--- src/rtl/wdog_pkg.sv ---
package wdog_pkg;

  // strobes from control to datapath
  typedef struct packed {
    logic restart;  // clear the period counter
    logic cfgLoad;  // capture write data into the register
    logic cfgWipe;  // clear the register after a reset-steered expiry
  } dpCtrl_t;

  typedef enum logic {
    PULSE_IDLE = 1'b0,
    PULSE_ON   = 1'b1
  } pulseState_t;

endpackage

--- src/rtl/wdog_dp.sv ---
module wdog_dp
  import wdog_pkg::*;
#(
  parameter int MULT_W = 5,
  parameter int RES_W  = 2,
  localparam int CFG_W   = 1 + MULT_W + RES_W,
  localparam int NUM_RES = 1 << RES_W,
  localparam int CNT_W   = MULT_W + 2 * (NUM_RES - 1)
) (
  input  logic             clk,
  input  logic             rstN,
  input  logic             tickEn,
  input  dpCtrl_t          dpCtrl,
  input  logic [CFG_W-1:0] wrData,
  output logic [CFG_W-1:0] cfgQ,
  output logic             expireHit,
  output logic             steerRst
);

  logic [MULT_W-1:0] mult;
  logic [RES_W-1:0]  resSel;
  logic              armed;
  logic [CNT_W-1:0]  cnt;
  logic [CNT_W-1:0]  limit;
  logic [CNT_W-1:0]  scaled [NUM_RES];

  assign mult     = cfgQ[CFG_W-2:RES_W];
  assign resSel   = cfgQ[RES_W-1:0];
  assign steerRst = cfgQ[CFG_W-1];
  assign armed    = (mult != '0);

  // each resolution step is four times the previous one
  for (genvar k = 0; k < NUM_RES; k++) begin : g_scale
    assign scaled[k] = CNT_W'(mult) << (2 * k);
  end

  assign limit = scaled[resSel];

  assign expireHit = armed && tickEn && !dpCtrl.restart &&
                     (cnt == limit - CNT_W'(1));

  always_ff @(posedge clk or negedge rstN) begin
    if (!rstN) begin
      cfgQ <= '0;
    end else if (dpCtrl.cfgLoad) begin
      cfgQ <= wrData;
    end else if (dpCtrl.cfgWipe) begin
      cfgQ <= '0;
    end
  end

  always_ff @(posedge clk or negedge rstN) begin
    if (!rstN) begin
      cnt <= '0;
    end else if (dpCtrl.restart || dpCtrl.cfgWipe || !armed) begin
      cnt <= '0;
    end else if (tickEn) begin
      cnt <= expireHit ? '0 : cnt + CNT_W'(1);
    end
  end

endmodule

--- src/rtl/wdog_ctrl.sv ---
module wdog_ctrl
  import wdog_pkg::*;
#(
  parameter int PULSE_TICKS = 2,
  localparam int PCNT_W = $clog2(PULSE_TICKS + 1)
) (
  input  logic    clk,
  input  logic    rstN,
  input  logic    tickEn,
  input  logic    regWrEn,
  input  logic    regRdEn,
  input  logic    flagRdEn,
  input  logic    expireHit,
  input  logic    steerRst,
  output dpCtrl_t dpCtrl,
  output logic    wdFlag,
  output logic    cpuRst,
  output logic    ftBitClr
);

  pulseState_t      pState;
  logic [PCNT_W-1:0] pCnt;
  logic              fireIrq;
  logic              fireRst;
  logic              flagClr;

  assign fireIrq = expireHit && !steerRst;
  assign fireRst = expireHit && steerRst;
  assign flagClr = regWrEn || regRdEn || flagRdEn;

  always_comb begin
    dpCtrl.restart = regWrEn || regRdEn;
    dpCtrl.cfgLoad = regWrEn;
    dpCtrl.cfgWipe = fireRst;
  end

  // a new expiry wins over a flag-byte read in the same cycle
  always_ff @(posedge clk or negedge rstN) begin
    if (!rstN) begin
      wdFlag <= 1'b0;
    end else if (fireIrq) begin
      wdFlag <= 1'b1;
    end else if (flagClr) begin
      wdFlag <= 1'b0;
    end
  end

  always_ff @(posedge clk or negedge rstN) begin
    if (!rstN) begin
      ftBitClr <= 1'b0;
    end else begin
      ftBitClr <= fireRst;
    end
  end

  always_ff @(posedge clk or negedge rstN) begin
    if (!rstN) begin
      pState <= PULSE_IDLE;
      pCnt   <= '0;
    end else if (fireRst) begin
      pState <= PULSE_ON;
      pCnt   <= '0;
    end else if (pState == PULSE_ON && tickEn) begin
      if (pCnt + PCNT_W'(1) == PCNT_W'(PULSE_TICKS)) begin
        pState <= PULSE_IDLE;
        pCnt   <= '0;
      end else begin
        pCnt <= pCnt + PCNT_W'(1);
      end
    end
  end

  assign cpuRst = (pState == PULSE_ON);

endmodule

--- src/rtl/wdog_top.sv ---
module wdog_top
  import wdog_pkg::*;
#(
  parameter int MULT_W      = 5,
  parameter int RES_W       = 2,
  parameter int PULSE_TICKS = 2
) (
  input  logic                      clk,
  input  logic                      rstN,
  input  logic                      tickEn,
  input  logic                      regWrEn,
  input  logic                      regRdEn,
  input  logic [MULT_W+RES_W:0]     regWrData,
  input  logic                      flagRdEn,
  input  logic                      ftActive,
  input  logic                      ftWave,
  output logic [MULT_W+RES_W:0]     cfgRdData,
  output logic                      wdFlag,
  output logic                      wdIrq,
  output logic                      cpuRst,
  output logic                      ftBitClr
);

  dpCtrl_t dpCtrl;
  logic    expireHit;
  logic    steerRst;
  logic    ftPermit;

  wdog_dp #(.MULT_W(MULT_W), .RES_W(RES_W)) dp_i (
    .clk      (clk),
    .rstN     (rstN),
    .tickEn   (tickEn),
    .dpCtrl   (dpCtrl),
    .wrData   (regWrData),
    .cfgQ     (cfgRdData),
    .expireHit(expireHit),
    .steerRst (steerRst)
  );

  wdog_ctrl #(.PULSE_TICKS(PULSE_TICKS)) ctrl_i (
    .clk      (clk),
    .rstN     (rstN),
    .tickEn   (tickEn),
    .regWrEn  (regWrEn),
    .regRdEn  (regRdEn),
    .flagRdEn (flagRdEn),
    .expireHit(expireHit),
    .steerRst (steerRst),
    .dpCtrl   (dpCtrl),
    .wdFlag   (wdFlag),
    .cpuRst   (cpuRst),
    .ftBitClr (ftBitClr)
  );

  // interrupt-steered watchdog denies the frequency test
  assign ftPermit = steerRst || (cfgRdData == '0);
  assign wdIrq    = wdFlag || (ftActive && ftPermit && ftWave);

endmodule

--- config.mk ---
export PLATFORM = sky130hd
export DESIGN_NAME = wdog_top
export DESIGN_NICKNAME = d
export VERILOG_FILES = /design/src/rtl/wdog_pkg.sv /design/src/rtl/wdog_dp.sv /design/src/rtl/wdog_ctrl.sv /design/src/rtl/wdog_top.sv
export SDC_FILE = /design/constraint.sdc
export NUM_CORES = 1
export LEC_CHECK = 0
export BUFFER_PORTS_ARGS = -buffer_cell sky130_fd_sc_hd__buf_2
export CAP_MARGIN = 25
export CORE_MARGIN = 3
export CORE_UTILIZATION = 52
export DETAILED_ROUTE_END_ITERATION = 8
export PLACE_DENSITY = 0.8
export SYNTH_ARGS = -nofsm -noshare
export SYNTH_HDL_FRONTEND = slang
export SYNTH_SLANG_ARGS = --single-unit
export TNS_END_PERCENT = 5
--- constraint.sdc ---
create_clock -name clk -period 2.4 [get_ports clk]
set_clock_uncertainty 0.05 [all_clocks]
set_input_delay 0.12 -clock clk [delete_from_list [all_inputs] [get_ports clk]]
set_output_delay 0.12 -clock clk [all_outputs]
set_load 0.02 [all_outputs]
==> results.md <==
- Synth Register Bits: 24
- DRC errors left: 0
- Critical Path Sink Type: register
- Final min period: 2.387 ns
- Antenna Nets Post-Route: 0
- Cell taking the most area after synthesis: dfrtp_1
- Hold crit path type: primary input to register
- First drt pass iteration count: 4
- Startpoint types: register
- Syn. warnings: 0
- Max Slew Vio Count: 0
- Main combinational cell family by area after synthesis: simple AND/OR/NAND/NOR gates
- Pwr dens: 471.4 nW/um^2
- Setup crit end: ctrl_i.cpuRst$_DFFE_PN0P_
- Synth Net Count: 230
- CTS Buffer Depth: 2
- GRT overflow: 0
- Synth async-reset ratio: 100.0%
- Synth Area in Adders: 1.316%
- Final period util: 99.47%
- Syn-to-layout area delta: 20.26%
- First-pass GRT wire length: 7293 um
- RSZ-0062 raised after global routing: true
- CTS root buf: clkbuf_4
- Worst R2R Path Depth: 8
- CTS tree: yes
- Leak: 0.0009855 uW
- Status: complete, but fails checks
- FMAX: 0.4189 GHz
- Post-Route WL: 4241 um
- Max transition margin: 63.08%
- Mapped Avg Cell Area: 8.971 um^2
- Die ar.: 4419 um^2
- Clock-pin slew on the worst setup and hold paths: 0.13 ns
- Setup CP Type: register to register
- Buffer count from post-CTS setup fixing: 0
- Main flop type after synthesis: dfrtp_1
- CP Data Required Time: 2.61 ns
- Layout cells sized above 1: 27.84%
- DR vias: 1676
- PnR Total Power: 1078 uW
- Inserted Diodes: 0
- Compound-Gate Fraction of Synth Area: 14.67%
- Tot GR Track Use: 21.32%
- Flop-to-flop setup slack: 0.01 ns
- Hold WS: -0.003983 ns
- Number of port buffers: 27
- FP Rows: 21
- DRT iter0 DRCs: 135
- Post-Syn Instances: 212
- Crit path max fanout: 15
- Final RePlAce weighted congestion: 0.9069
- Largest cells by area after synthesis: dfrtp_1 (32%), xnor2_1 (6.0%), xor2_1 (6.0%), nor2_1 (5.9%), mux2i_1 (5.3%)
- Layout Nets: 274
- Final Hold Fails: 1
- Filler cells: 271
- R2r endpoint: ctrl_i.cpuRst$_DFFE_PN0P_
- Yosys top cell area share: 31.58%
- Critical path startpoint: dp_i.cfgQ[0]$_DFFE_PN0P_
- Critical Path AT: 2.59 ns
- # setup viols final: 0
- Vias in the first global route: 1536
- Most numerous cell in the Yosys netlist: nor2_1
- Largest net degree at the start of global routing: 25
- Violated checks: negative hold slack
- XOR/XNOR Fraction of Synth Area: 11.97%
- Chip height: 66.48 um
- Post-detailed-route wirelength per cell: 14.09 um
- Max-Cap Viols: 0
- Hpwl dp: 3032 um
- Worst-Skew Late Latency: 0.31 ns
- Die span in x: 66.48 um
- Mux share of post-synthesis cell area: 5.263%
- Yosys cell types: 50
- Final setup TNS: 0 ns
- Core Box Area: 3416 um^2
- Peak VDD IR: 0.2742 mV
- Post-Synth Simple-Gate Area: 27.04%
- Worst slew pin tran: 0.5538 ns
- Num CTS Buffers: 3
- Initial antenna violation count: 0
- IO Pins: 28
- CTS sink count: 24
- Mapped cell area: 1902 um^2
- Max H-tree Level: 1
- Post-synth EDFFs: 0
- Commonest cells in the netlist: nor2_1 (30), dfrtp_1 (24), nand2_1 (13), xnor2_1 (13), xor2_1 (13)
- Routed via count divided by cell count: 5.568
- Seq/Total Area, Yosys: 31.58%
- Initial Utilization: 55.68%
- Worst r2r src: dp_i.cfgQ[0]$_DFFE_PN0P_
-- state kept, by name, summed over array words and instances (netlist names) --
signal,flops
ctrl_i.pCnt,2
ctrl_i.ftBitClr,1
ctrl_i.cpuRst,1
ctrl_i.wdFlag,1
dp_i.cnt,11
dp_i.cfgQ,8
-- worst min-delay path by stage --
stage                       startpoint                         to  cells past startpoint
after global placement            rstN    dp_i.cnt[8]$_DFFE_PN0P_                      1
after CTS                 regWrData[1]   dp_i.cfgQ[1]$_DFFE_PN0P_                      3
after global routing      regWrData[2]   dp_i.cfgQ[2]$_DFFE_PN0P_                      3
after detailed placement          rstN   dp_i.cnt[10]$_DFFE_PN0P_                      1
final                     regWrData[4]   dp_i.cfgQ[4]$_DFFE_PN0P_                      3
after floorplan                   rstN  ctrl_i.cpuRst$_DFFE_PN0P_                      0
-- cell usage in the layout, fill, tap and decap left out, types with 2 or more instances in the layout --
| cell type | n |
|---|---|
| inv_1 | 6 |
| o31ai_1 | 2 |
| nand2_1 | 13 |
| nand4_1 | 5 |
| nand3b_1 | 6 |
| nor2_1 | 30 |
| nand2b_1 | 3 |
| a21oi_1 | 7 |
| xor2_1 | 13 |
| or3_4 | 2 |
| o21bai_1 | 4 |
| nor4_4 | 2 |
| nor3_2 | 2 |
| nor2b_1 | 3 |
| buf_4 | 18 |
| buf_6 | 3 |
| o31ai_4 | 2 |
| xnor2_1 | 13 |
| dfrtp_1 | 23 |
| o21ai_2 | 2 |
| dlygate4sd3_1 | 7 |
| buf_2 | 27 |
| o21ai_0 | 8 |
| mux2i_1 | 9 |
| nand3_1 | 9 |
| and4_1 | 2 |
| nor3_1 | 6 |
| clkbuf_4 | 3 |
-- report_power, final --
part           switching, uW  internal [uW]
Sequential              28.9            420
Clock                    119           92.7
Combinational            234            183
Total                    382            696
-- repair_timing --
| action | in CTS | in global routing |
|---|---|---|
| gates resized for setup | 6 | 7 |
| pin swaps | 0 | 1 |
| endpoints found under the setup margin | 23 | 24 |
| hold buffers | 7 | 0 |
| endpoints found under the hold margin | 30 | 0 |
-- worst max-delay path, cell delays in order, from the launching register on --
cell and delay [ns]:
dfrtp_2 0.47, buf_4 0.20, nand3b_1 0.18, and3_1 0.21, o22a_1 0.21, nor4_4 0.33, nand4_4 0.18, or3_4 0.39
o21ai_2 0.11
-- cells by family (layout without fill, tap and decap cells) --
logic type	count (synthesis)	after routing
AND/OR/NAND/NOR	91	91
adder cells (fa/ha/maj)	2	2
multiplexers	10	10
AO/OA/AOI/OAI	37	37
XOR/XNOR	26	26
flip-flops	24	24
buffers and inverters	22	65
-- per-layer routing --
layer	wire length (um)	GRT usage (%)	vias to the layer above	share of wire [%]
li1	-	-	825	-
met1	1911	30.59	784	45
met2	1987	32.47	61	47
met3	278	3.035	6	6.6
met4	64	7.614	0	1.5
met5	0	0	-	0
-- cell type report --
class / count / area (um^2) / area share [%]
Multi-Input combinational cell: 166 / 1195 / 52.24
Clock buffer: 4 / 36.28 / 1.586
Sequential cell: 24 / 601.8 / 26.31
Timing Repair Buffer: 55 / 374.1 / 16.36
Inverter: 6 / 22.52 / 0.9847
Tap cell: 46 / 57.56 / 2.516
-- through the flow --
step | hold slack [ns] | cell area (um^2) | setup slack, ns | cells | utilization (%)
after floorplan | -0.2256 | 1902 | -0.2561 | 212 | -
after global placement | 0.08441 | 2120 | -0.04236 | 290 | 62.05
after detailed placement | 0.09151 | 2120 | -0.06007 | 290 | 62.05
after CTS | 0.003632 | 2253 | 0.004432 | 301 | 65.97
after global routing | 0.002298 | 2287 | -0.1036 | 301 | 66.96
final | -0.003983 | 2287 | 0.01280 | 301 | 66.96
No activity file was read; power rests on OpenSTA's default activity.
